### config.mk
export PLATFORM = sky130hd
export DESIGN_NAME = nvcfg_wr_seq
export DESIGN_NICKNAME = d
export VERILOG_FILES = /design/src/rtl/nvcfg_wr_seq.sv
export SDC_FILE = /design/constraint.sdc
export NUM_CORES = 1
export LEC_CHECK = 0
export ABC_AREA = 1
export BUFFER_PORTS_ARGS = -buffer_cell sky130_fd_sc_hd__buf_2
export CORE_MARGIN = 2
export CORE_UTILIZATION = 47
export DETAILED_ROUTE_END_ITERATION = 16
export GPL_ROUTABILITY_DRIVEN = 0
export PLACE_DENSITY_LB_ADDON = 0.25
export SLEW_MARGIN = 20
export SYNTH_ARGS = -nofsm -noshare
export SYNTH_HDL_FRONTEND = slang
export SYNTH_SLANG_ARGS = --single-unit
### constraint.sdc
create_clock -name clk -period 2.9 [get_ports clk]
set_input_delay 0.58 -clock clk [delete_from_list [all_inputs] [get_ports clk]]
set_output_delay 0.58 -clock clk [all_outputs]
set_load 0.02 [all_outputs]
### src/rtl/nvcfg_wr_seq.sv
module nvcfg_wr_seq #(
  parameter int ADDR_W = 9,
  parameter int NV_CYCLES = 20,
  parameter logic [1:0] WD_DEF = 2'b11,
  parameter logic [1:0] PUP_DEF = 2'b01
) (
  input  logic              clk,
  input  logic              rst_n,
  input  logic              wr_valid,
  input  logic              wr_ctrl,
  input  logic              wr_first,
  input  logic [ADDR_W-1:0] wr_addr,
  input  logic [7:0]        wr_data,
  input  logic [ADDR_W-1:0] chk_addr,
  output logic              ack_valid,
  output logic              ack,
  output logic              busy,
  output logic              wel,
  output logic              rwel,
  output logic [1:0]        wd_sel,
  output logic              blk_prot,
  output logic [1:0]        pup_sel,
  output logic              prot_hit
);
  localparam int CNT_W = $clog2(NV_CYCLES + 1);
  localparam logic [7:0] CMD_ARM = 8'h02;
  localparam logic [7:0] CMD_REG = 8'h06;
  localparam logic [7:0] CMD_OFF = 8'h00;

  logic [CNT_W-1:0] nv_cnt;
  logic acc, set_wel, clr_wel, set_rwel, clr_rwel, do_commit;

  wire commit_pat = wr_data[3:1] == 3'b001;
  wire rearm_pat  = wr_data[3:1] == 3'b011;
  wire mem_prot   = blk_prot && wr_addr[ADDR_W-1];

  assign busy     = nv_cnt != '0;
  assign prot_hit = blk_prot && chk_addr[ADDR_W-1];

  always_comb begin
    acc = 1'b0; set_wel = 1'b0; clr_wel = 1'b0;
    set_rwel = 1'b0; clr_rwel = 1'b0; do_commit = 1'b0;
    if (wr_valid && !busy) begin
      if (wr_ctrl) begin
        if (wr_first) begin
          if (rwel) begin
            if (commit_pat) begin
              acc = 1'b1; do_commit = 1'b1; clr_rwel = 1'b1;
            end else if (rearm_pat) begin
              acc = 1'b1;
            end
          end else if (wr_data == CMD_ARM) begin
            acc = 1'b1; set_wel = 1'b1;
          end else if (wel && wr_data == CMD_REG) begin
            acc = 1'b1; set_rwel = 1'b1;
          end else if (wel && wr_data == CMD_OFF) begin
            acc = 1'b1; clr_wel = 1'b1;
          end
        end
      end else if (wel) begin
        if (mem_prot) clr_rwel = 1'b1;
        else acc = 1'b1;
      end
    end
  end

  always_ff @(posedge clk or negedge rst_n) begin
    if (!rst_n) begin
      ack_valid <= 1'b0;
      ack       <= 1'b0;
      wel       <= 1'b0;
      rwel      <= 1'b0;
      wd_sel    <= WD_DEF;
      blk_prot  <= 1'b0;
      pup_sel   <= PUP_DEF;
      nv_cnt    <= '0;
    end else begin
      ack_valid <= wr_valid;
      ack       <= acc;
      if (set_wel || set_rwel) wel <= 1'b1;
      else if (clr_wel) wel <= 1'b0;
      if (set_rwel) rwel <= 1'b1;
      else if (clr_rwel) rwel <= 1'b0;
      if (do_commit) begin
        wd_sel   <= wr_data[6:5];
        blk_prot <= wr_data[4];
        pup_sel  <= {wr_data[7], wr_data[0]};
        nv_cnt   <= CNT_W'(NV_CYCLES);
      end else if (busy) begin
        nv_cnt <= nv_cnt - 1'b1;
      end
    end
  end
endmodule


# Word level (Yosys, flattened, before mapping)
# Cells that the tools add are included.
dict set report word_totals {
  regBits 14
  input_bits 31
  out_inout_bits 11
  elab_cells 68
}
dict set report op_classes {
  addsub 1
  eq_ne 4
  n_mux 43
  reduce_logical 12
}
# operator n
set op_table {}
lappend op_table {{$mux 1} 41}
lappend op_table {{$mux 5} 2}
lappend op_table {{$eq 8x2->1 const B} 1}
lappend op_table {{$eq 8x3->1 const B} 1}
lappend op_table {{$logic_not 8->1} 1}
lappend op_table {{$reduce_bool 2->1} 3}
lappend op_table {{$logic_and 1x1->1} 5}
lappend op_table {{$reduce_bool 5->1} 1}
lappend op_table {{$sub 5x1->5 const B} 1}
lappend op_table {{$eq 3x1->1 const B} 1}
lappend op_table {{$eq 3x2->1 const B} 1}
lappend op_table {{$logic_not 1->1} 1}
lappend op_table {{$logic_or 1x1->1} 1}

# Depth between registers and ports, before layout
# Gate-level depths: netlist of the first run.
dict set report depth {
  ltp_word 11
  mapped_depth 11
  mapped_depth_nobuf 10
}

# Worst setup path after synthesis of the first run
# Ideal clock, no wire load.
dict set report synth_timing {
  kind {flip-flop to flip-flop}
  startpoint {register nv_cnt[0]}
  endpoint {register blk_prot}
  setup_ps 118
  arrival_ps 1365
  required_time_ps 2782
  slack_ps 1417
  stages_incl_launch_ff 11
  path_buffers 1
  period_less_slack_ps 1483
  cell_sequence {dfrtp_1 inv_1 ha_1 inv_1 nor2_4 nand2_4 nor2_4 nand3_4 buf_6 a21oi_1 inv_1}
}
dict set report synth_via {
  elab_chain_cells 4
}
# item line
set synth_rtl {}
lappend synth_rtl {{start: declaration} 30} ;# logic [CNT_W-1:0] nv_cnt;
lappend synth_rtl {{start signal: assignment} 88} ;# nv_cnt <= CNT_W'(NV_CYCLES);
lappend synth_rtl {{start signal: assignment} 90} ;# nv_cnt <= nv_cnt - 1'b1;
lappend synth_rtl {{$reduce_bool 5->1} 37} ;# assign busy = nv_cnt != '0;
lappend synth_rtl {{via busy} 17} ;# output logic busy,
lappend synth_rtl {{$logic_not 1->1} 43} ;# if (wr_valid && !busy) begin
lappend synth_rtl {{$logic_and 1x1->1} 43}
lappend synth_rtl {{$mux 1} 43}
lappend synth_rtl {{end signal: assignment} 86} ;# blk_prot <= wr_data[4];
lappend synth_rtl {{end: declaration} 21} ;# output logic blk_prot,
# The timed path passes the listed nets, and every way through them passes these cells.
# A chain may end at the register's enable or synchronous reset.

# Final worst setup path of the first run
dict set report layout_timing {
  startpoint {register nv_cnt[0]}
  endpoint {output busy}
}
dict set report layout_via {
  elab_chain_cells 1
}
# item line
set layout_rtl {}
lappend layout_rtl {{$reduce_bool 5->1} 37}
lappend layout_rtl {{end: declaration} 17}
# No other way between the ends.

==> results of run 1 <==
per-stage QoR:
step	worst slack, ns	std cells	area, µm²
floorplan	1.42	103	835
global placement	1.26	144	970
detailed placement	1.23	144	970
CTS	0.955	148	996
global route	0.907	148	996
finish	0.985	148	996
sequential cells by signal, summed over array words and instances, names as in the netlist:
signal	cells
wel	1
rwel	1
wd_sel	2
ack	1
ack_valid	1
nv_cnt	5
blk_prot	1
pup_sel	2
path summary, 6_finish.rpt:
| path | start | end | slack (ns) | cells past startpoint |
|---|---|---|---|---|
| max in group asynchronous | rst_n | pup_sel[0] | 2.43 | 1 |
| setup reg to reg | nv_cnt[0] | wel | 1.34 | 9 |
| setup / recovery | nv_cnt[0] | busy | 0.98 | 6 |
| min in group clk | wr_valid | ack_valid | 0.41 | 1 |
| hold reg to reg | pup_sel[1] | pup_sel[1] | 0.48 | 2 |
| hold / removal | rst_n | rwel | 0.17 | 1 |
power groups by stage:
stage,sequential [mW],combinational (mW),clock [mW]
detailed placement,0.277,0.179,0
finish,0.272,0.178,0.115
global route,0.277,0.202,0.130
CTS,0.273,0.182,0.124
global placement,0.273,0.168,0
floorplan,0.271,0.131,0
synth_stat cells, drive strengths merged:
master	instances
nor2	18
nand4	1
buf	1
dfrtp	11
a21oi	7
inv	23
nand3	11
a31oi	1
xnor2	1
xor2	2
o21ai	6
ha	2
nor4	1
nand2	12
nor3	3
dfstp	3
kinds of logic after synthesis:
| kind of cell | after synthesis |
|---|---|
| AO/OA/AOI/OAI | 14 |
| XOR/XNOR | 3 |
| adder cells (fa/ha/maj) | 2 |
| buffers and inverters | 24 |
| flip-flops | 14 |
| AND/OR/NAND/NOR | 46 |
routing by layer:
layer | GRT usage | share of wire
met1 | 0.234 | 0.47
met2 | 0.267 | 0.47
met3 | 0.0706 | 0.062
met4 | 0.0171 | 0
met5 | 0 | 0
cell type report:
cell class                 count  area share
timing repair buffer          25       0.126
sequential                    14       0.356
tap                           17      0.0214
inverter                      23      0.0867
clock buffer                   4      0.0264
multi-input combinational     65       0.384
==> results_dict.tcl, run 1 <==
set metrics [dict create \
    status "complete, no violations" \
    multi_input_area_um2 383 \
    swShare 0.362 \
    crit_path_start_kind "register" \
    intPower_uw 361 \
    switching_power_uw 205 \
    cts_buffers 3 \
    critical_path.top_delay_family "flip-flops" \
    yosysTopAreaCellShare 0.330 \
    antenna_found_initial 0 \
    nNetsFinal 165 \
    yosysSeqAreaShare 0.424 \
    initial_core_util 0.494 \
    port_buffers 25 \
    synth.area.mux_share 0 \
    leakage_nw 0.582 \
    clkLatencyLatePin_ns 0.28 \
    maxCapViolCount 0 \
    route.detailed.drc 0 \
    rows 15 \
    path_buf_inv 3 \
    fp.dieH_um 46.1 \
    area_delta_synth_final_pct 19.3 \
    power_frac_seq 0.481 \
    rsz0062_at_grt "false" \
    avgSynthCellArea_um2 8.10 \
    grt_start_max_net_pins 15 \
    grt-ovfl-total 0 \
    grt_pass1_wl_um 2540 \
    drt_iter0_markers 13 \
    synthCells 103 \
    slew_viol_final 0 \
    required_ns 2.32 \
    clock_path_buffers 2 \
    synth-seq-cells 14 \
    cts_resized 0 \
    synthTopCellsByArea "dfrtp_1 (33%), inv_1 (10%), dfstp_2 (9.4%)" \
    avgViaCountPerCell 5.02 \
    synthDistinctLibCells 21 \
    final_util 0.590 \
    fin_worst_skew_ns 0.0106 \
    total_power_uw 566 \
    final_common_cell "buf_2" \
    via_count 743 \
    grt_pass1_vias 623 \
    synthSimpleGateAreaFrac 0.312 \
    fillers 160 \
    die_w_um 46.1 \
    synth_compound_area_frac 0.0855 \
    cpMostUsedCell "inv_1" \
    setup_viol 0 \
    clockPowerShare 0.204 \
    p_comb_frac 0.315 \
    netlist_area_um2 835 \
    tns_ns 0 \
    ys_warn_count 0 \
    fin_crit_ns 1.92 \
    cpPeakStageDelay_ns 0.40 \
    hold_path_class "in -> async" \
    hold_viol 0 \
    synthAdderAreaFrac 0.0300 \
    dr.pass1.iters 4 \
    crit_type "reg -> out" \
    antennaDiodeCount 0 \
    cts_root_buf "clkbuf_4" \
    slew_headroom 0.762 \
    regArea_um2 354 \
    critical_path.max_fanout 4 \
    syn_nets 136 \
    coreArea_um2 1690 \
    period_share 0.660 \
    post_cts_buffers 0 \
    arrival_ns 1.34 \
    worst_pin_slew_ns 0.354 \
    most-common-layout-cells "buf_2 (25), inv_1 (23), nor2_1 (13), nand2_1 (11), dfrtp_1 (11)" \
    synth_top_family_by_area "simple AND/OR/NAND/NOR gates" \
    end_kind "output pin" \
    ant_nets 0 \
    path_clk_slew_ns 0.09 \
    fp.dieArea_um2 2130 \
    h-tree-depth 1 \
    routed_wl_um 1610 \
    cp_cell_sequence "inv_1, ha_1, inv_1, nor2_4, nand2_4, buf_2" \
    holdWs_ns 0.170 \
    drive_gt1_frac 0.305 \
    cts.sinks 14 \
    max_freq_mhz 522 \
    peakVddDrop_uv 305 \
    avgRoutedWirePerCell_um 10.9 \
    cts_tree "done" \
    grtUsageTotal 0.172 \
    pwr_density_cell_nw_per_um2 568 \
    hpwl_um 1260 \
    synthXorXnorAreaFrac 0.0315 \
    holdBufCountCts 0 \
    cpMaxStageDelayCell "dfrtp_1" \
    yosys.area.top_type "dfrtp_1" \
    ios 42 \
]
Note: power is estimated with default switching activity, not from simulation.
==> run 2: changes to the inputs <==
ABC_AREA = 0   (was 1)
CORE_UTILIZATION = 42   (was 47)
clock period = 1.9 ns   (was 2.9 ns; I/O delays follow)
==> results_dict.tcl, run 2 <==
set metrics [dict create \
    ant_nets 0 \
    fin_crit_ns 1.86 \
    route.detailed.drc 0 \
    drt_iter0_markers 13 \
    drive_gt1_frac 0.583 \
    async_flop_share 1.00 \
    crit_type "reg -> out" \
    slew_headroom 0.729 \
    clock_path_buffers 2 \
    reg_top3 "nv_cnt x5, pup_sel x2, wd_sel x2" \
    cts_tree "done" \
    ios 42 \
    avgViaCountPerCell 5.14 \
    grtUsageTotal 0.183 \
    grt_pass1_vias 674 \
    routed_wl_um 1680 \
    ys_warn_count 0 \
    max_freq_mhz 539 \
    synth-edff-count 0 \
    hpwl_um 1090 \
    synthTopCellsByArea "dfrtp_1 (38%), dfstp_2 (11%), mux2_2 (9.4%)" \
    max_flop_register "nv_cnt" \
    nNetsFinal 142 \
    netlist_area_um2 719 \
    syn_nets 96 \
    rsz0062_at_grt "true" \
    hold_viol 0 \
    peakVddDrop_uv 497 \
    fin_worst_skew_ns 0.00495 \
    h-tree-depth 1 \
    fp.dieArea_um2 2060 \
    avgSynthCellArea_um2 11.4 \
    hold_path_class "in -> reg" \
    fillers 124 \
    area_delta_synth_final_pct 46.1 \
    setup_viol 0 \
    holdWs_ns 0.262 \
    total_power_mw 1.24 \
    path_clk_slew_ns 0.09 \
    yosysMostFrequentCell "dfrtp_1" \
    worst_pin_slew_ns 0.403 \
    end_kind "output pin" \
    cts_buffers 3 \
    regArea_um2 354 \
    period_share 0.977 \
    yosysTopAreaCellShare 0.383 \
    cts.sinks 14 \
    crit_path_start_kind "register" \
    cts_root_buf "clkbuf_4" \
    synthCells 63 \
    required_ns 1.52 \
    dr.pass1.iters 4 \
    synthDistinctLibCells 26 \
    initial_core_util 0.461 \
    yosys.area.top_type "dfrtp_1" \
    slew_viol_final 0 \
    synth_ff_type "dfrtp_1" \
    synthTopCellsByCount "dfrtp_1 (11), nand2_1 (9), mux2_2 (6), inv_1 (5), nor3_1 (4)" \
    die_w_um 45.4 \
    placed_cells 108 \
    pwr_density_cell_nw_per_um2 1180 \
    leakage_nw 0.515 \
    arrival_ns 1.48 \
    critical_path.max_fanout 3 \
    grt-ovfl-total 0 \
    instances_no_fill 124 \
    grt_start_max_net_pins 15 \
    multi_input_area_um2 374 \
    avgRoutedWirePerCell_um 13.5 \
    synth-seq-cells 14 \
    clkLatencyLatePin_ns 0.28 \
    rows 14 \
    fp.dieH_um 45.4 \
    yosysSeqAreaShare 0.492 \
    largest_reg_flops 5 \
    grt_pass1_wl_um 2730 \
    maxCapViolCount 0 \
    via_count 637 \
    final_common_cell "buf_2" \
    antennaDiodeCount 0 \
    antenna_found_initial 0 \
    most-common-layout-cells "buf_2 (24), buf_4 (14), dfrtp_1 (11), nand2_1 (8), mux2_2 (6)" \
    tns_ns 0 \
    coreArea_um2 1560 \
    status "complete, no violations" \
    port_buffers 25 \
    final_util 0.674 \
]
==> run 2: cell count changes in the layout (fill, tap and decap cells not counted), moves of 3 or more <==
cell and delta:
o21ai_0 -5, inv_1 -20, nor2_2 -3, mux2_2 +6, nand2_1 -3, nor2_1 -11, a21oi_1 -6, nand3_1 -10
buf_4 +14, nor3_1 +3
==> run 2: cells by family (layout without fill, tap and decap cells) <==
family,after synthesis,in the layout,share of synthesized area
multiplexers,6,6,0.0939
AND/OR/NAND/NOR,25,25,0.237
XOR/XNOR,2,2,0.0244
AO/OA/AOI/OAI,9,9,0.0922
adder cells (fa/ha/maj),2,2,0.0348
flip-flops,14,14,0.492
buffers and inverters,5,50,0.0261
==> run 2: timing repair <==
action,4_1_cts,5_1_grt
endpoints found under the hold margin,11,0
setup endpoints to repair,1,10
pin swaps,3,2
gates cloned,0,0
setup buffers,10,1
hold buffers,1,0
gates resized for setup,3,7
==> run 2: routing by layer <==
metal	vias up	part of all wire	global-route usage
met5	-	0	0
met3	4	0.051	0.0397
li1	316	-	-
met1	296	0.42	0.224
met2	21	0.51	0.304
met4	0	0.020	0.0882
==> run 2: critical path: stages (launching register included) <==
cell	delay, ns
dfrtp_1	0.40
inv_2	0.10
ha_4	0.14
nor4b_4	0.20
buf_4	0.16
inv_1	0.06
buf_6	0.13
==> run 2: worst paths after layout <==
path | start | to | slack, ns | cells past startpoint
worst max-delay path | nv_cnt[1] | busy | 0.04 | 6
worst min-delay path | wr_valid | ack_valid | 0.26 | 1
worst max register to register | nv_cnt[0] | nv_cnt[4] | 0.06 | 11
worst min register to register | pup_sel[1] | pup_sel[1] | 0.52 | 1
max in group asynchronous | rst_n | wd_sel[0] | 1.08 | 2
min in group asynchronous | rst_n | ack | 0.52 | 2
==> run 2: final cells by class <==
type                    count  share of cell area
flip-flops and latches     14               0.337
multi-input cells          44               0.356
inverters                   5              0.0179
clock buffers               4              0.0250
repair buffers             41               0.245
well taps                  16              0.0190
==> run 2: stage by stage <==
stage	setup slack, ns	instance area, µm²
floorplan	-0.0177	719
global placement	0.0617	895
detailed placement	0.0275	895
CTS	0.0221	1010
global route	-0.0350	1050
finish	0.0440	1050
==> run 2: report_power, final <==
| group | internal, mW | switching, mW |
|---|---|---|
| clock network | 0.0813 | 0.0997 |
| logic | 0.339 | 0.261 |
| registers | 0.380 | 0.0787 |
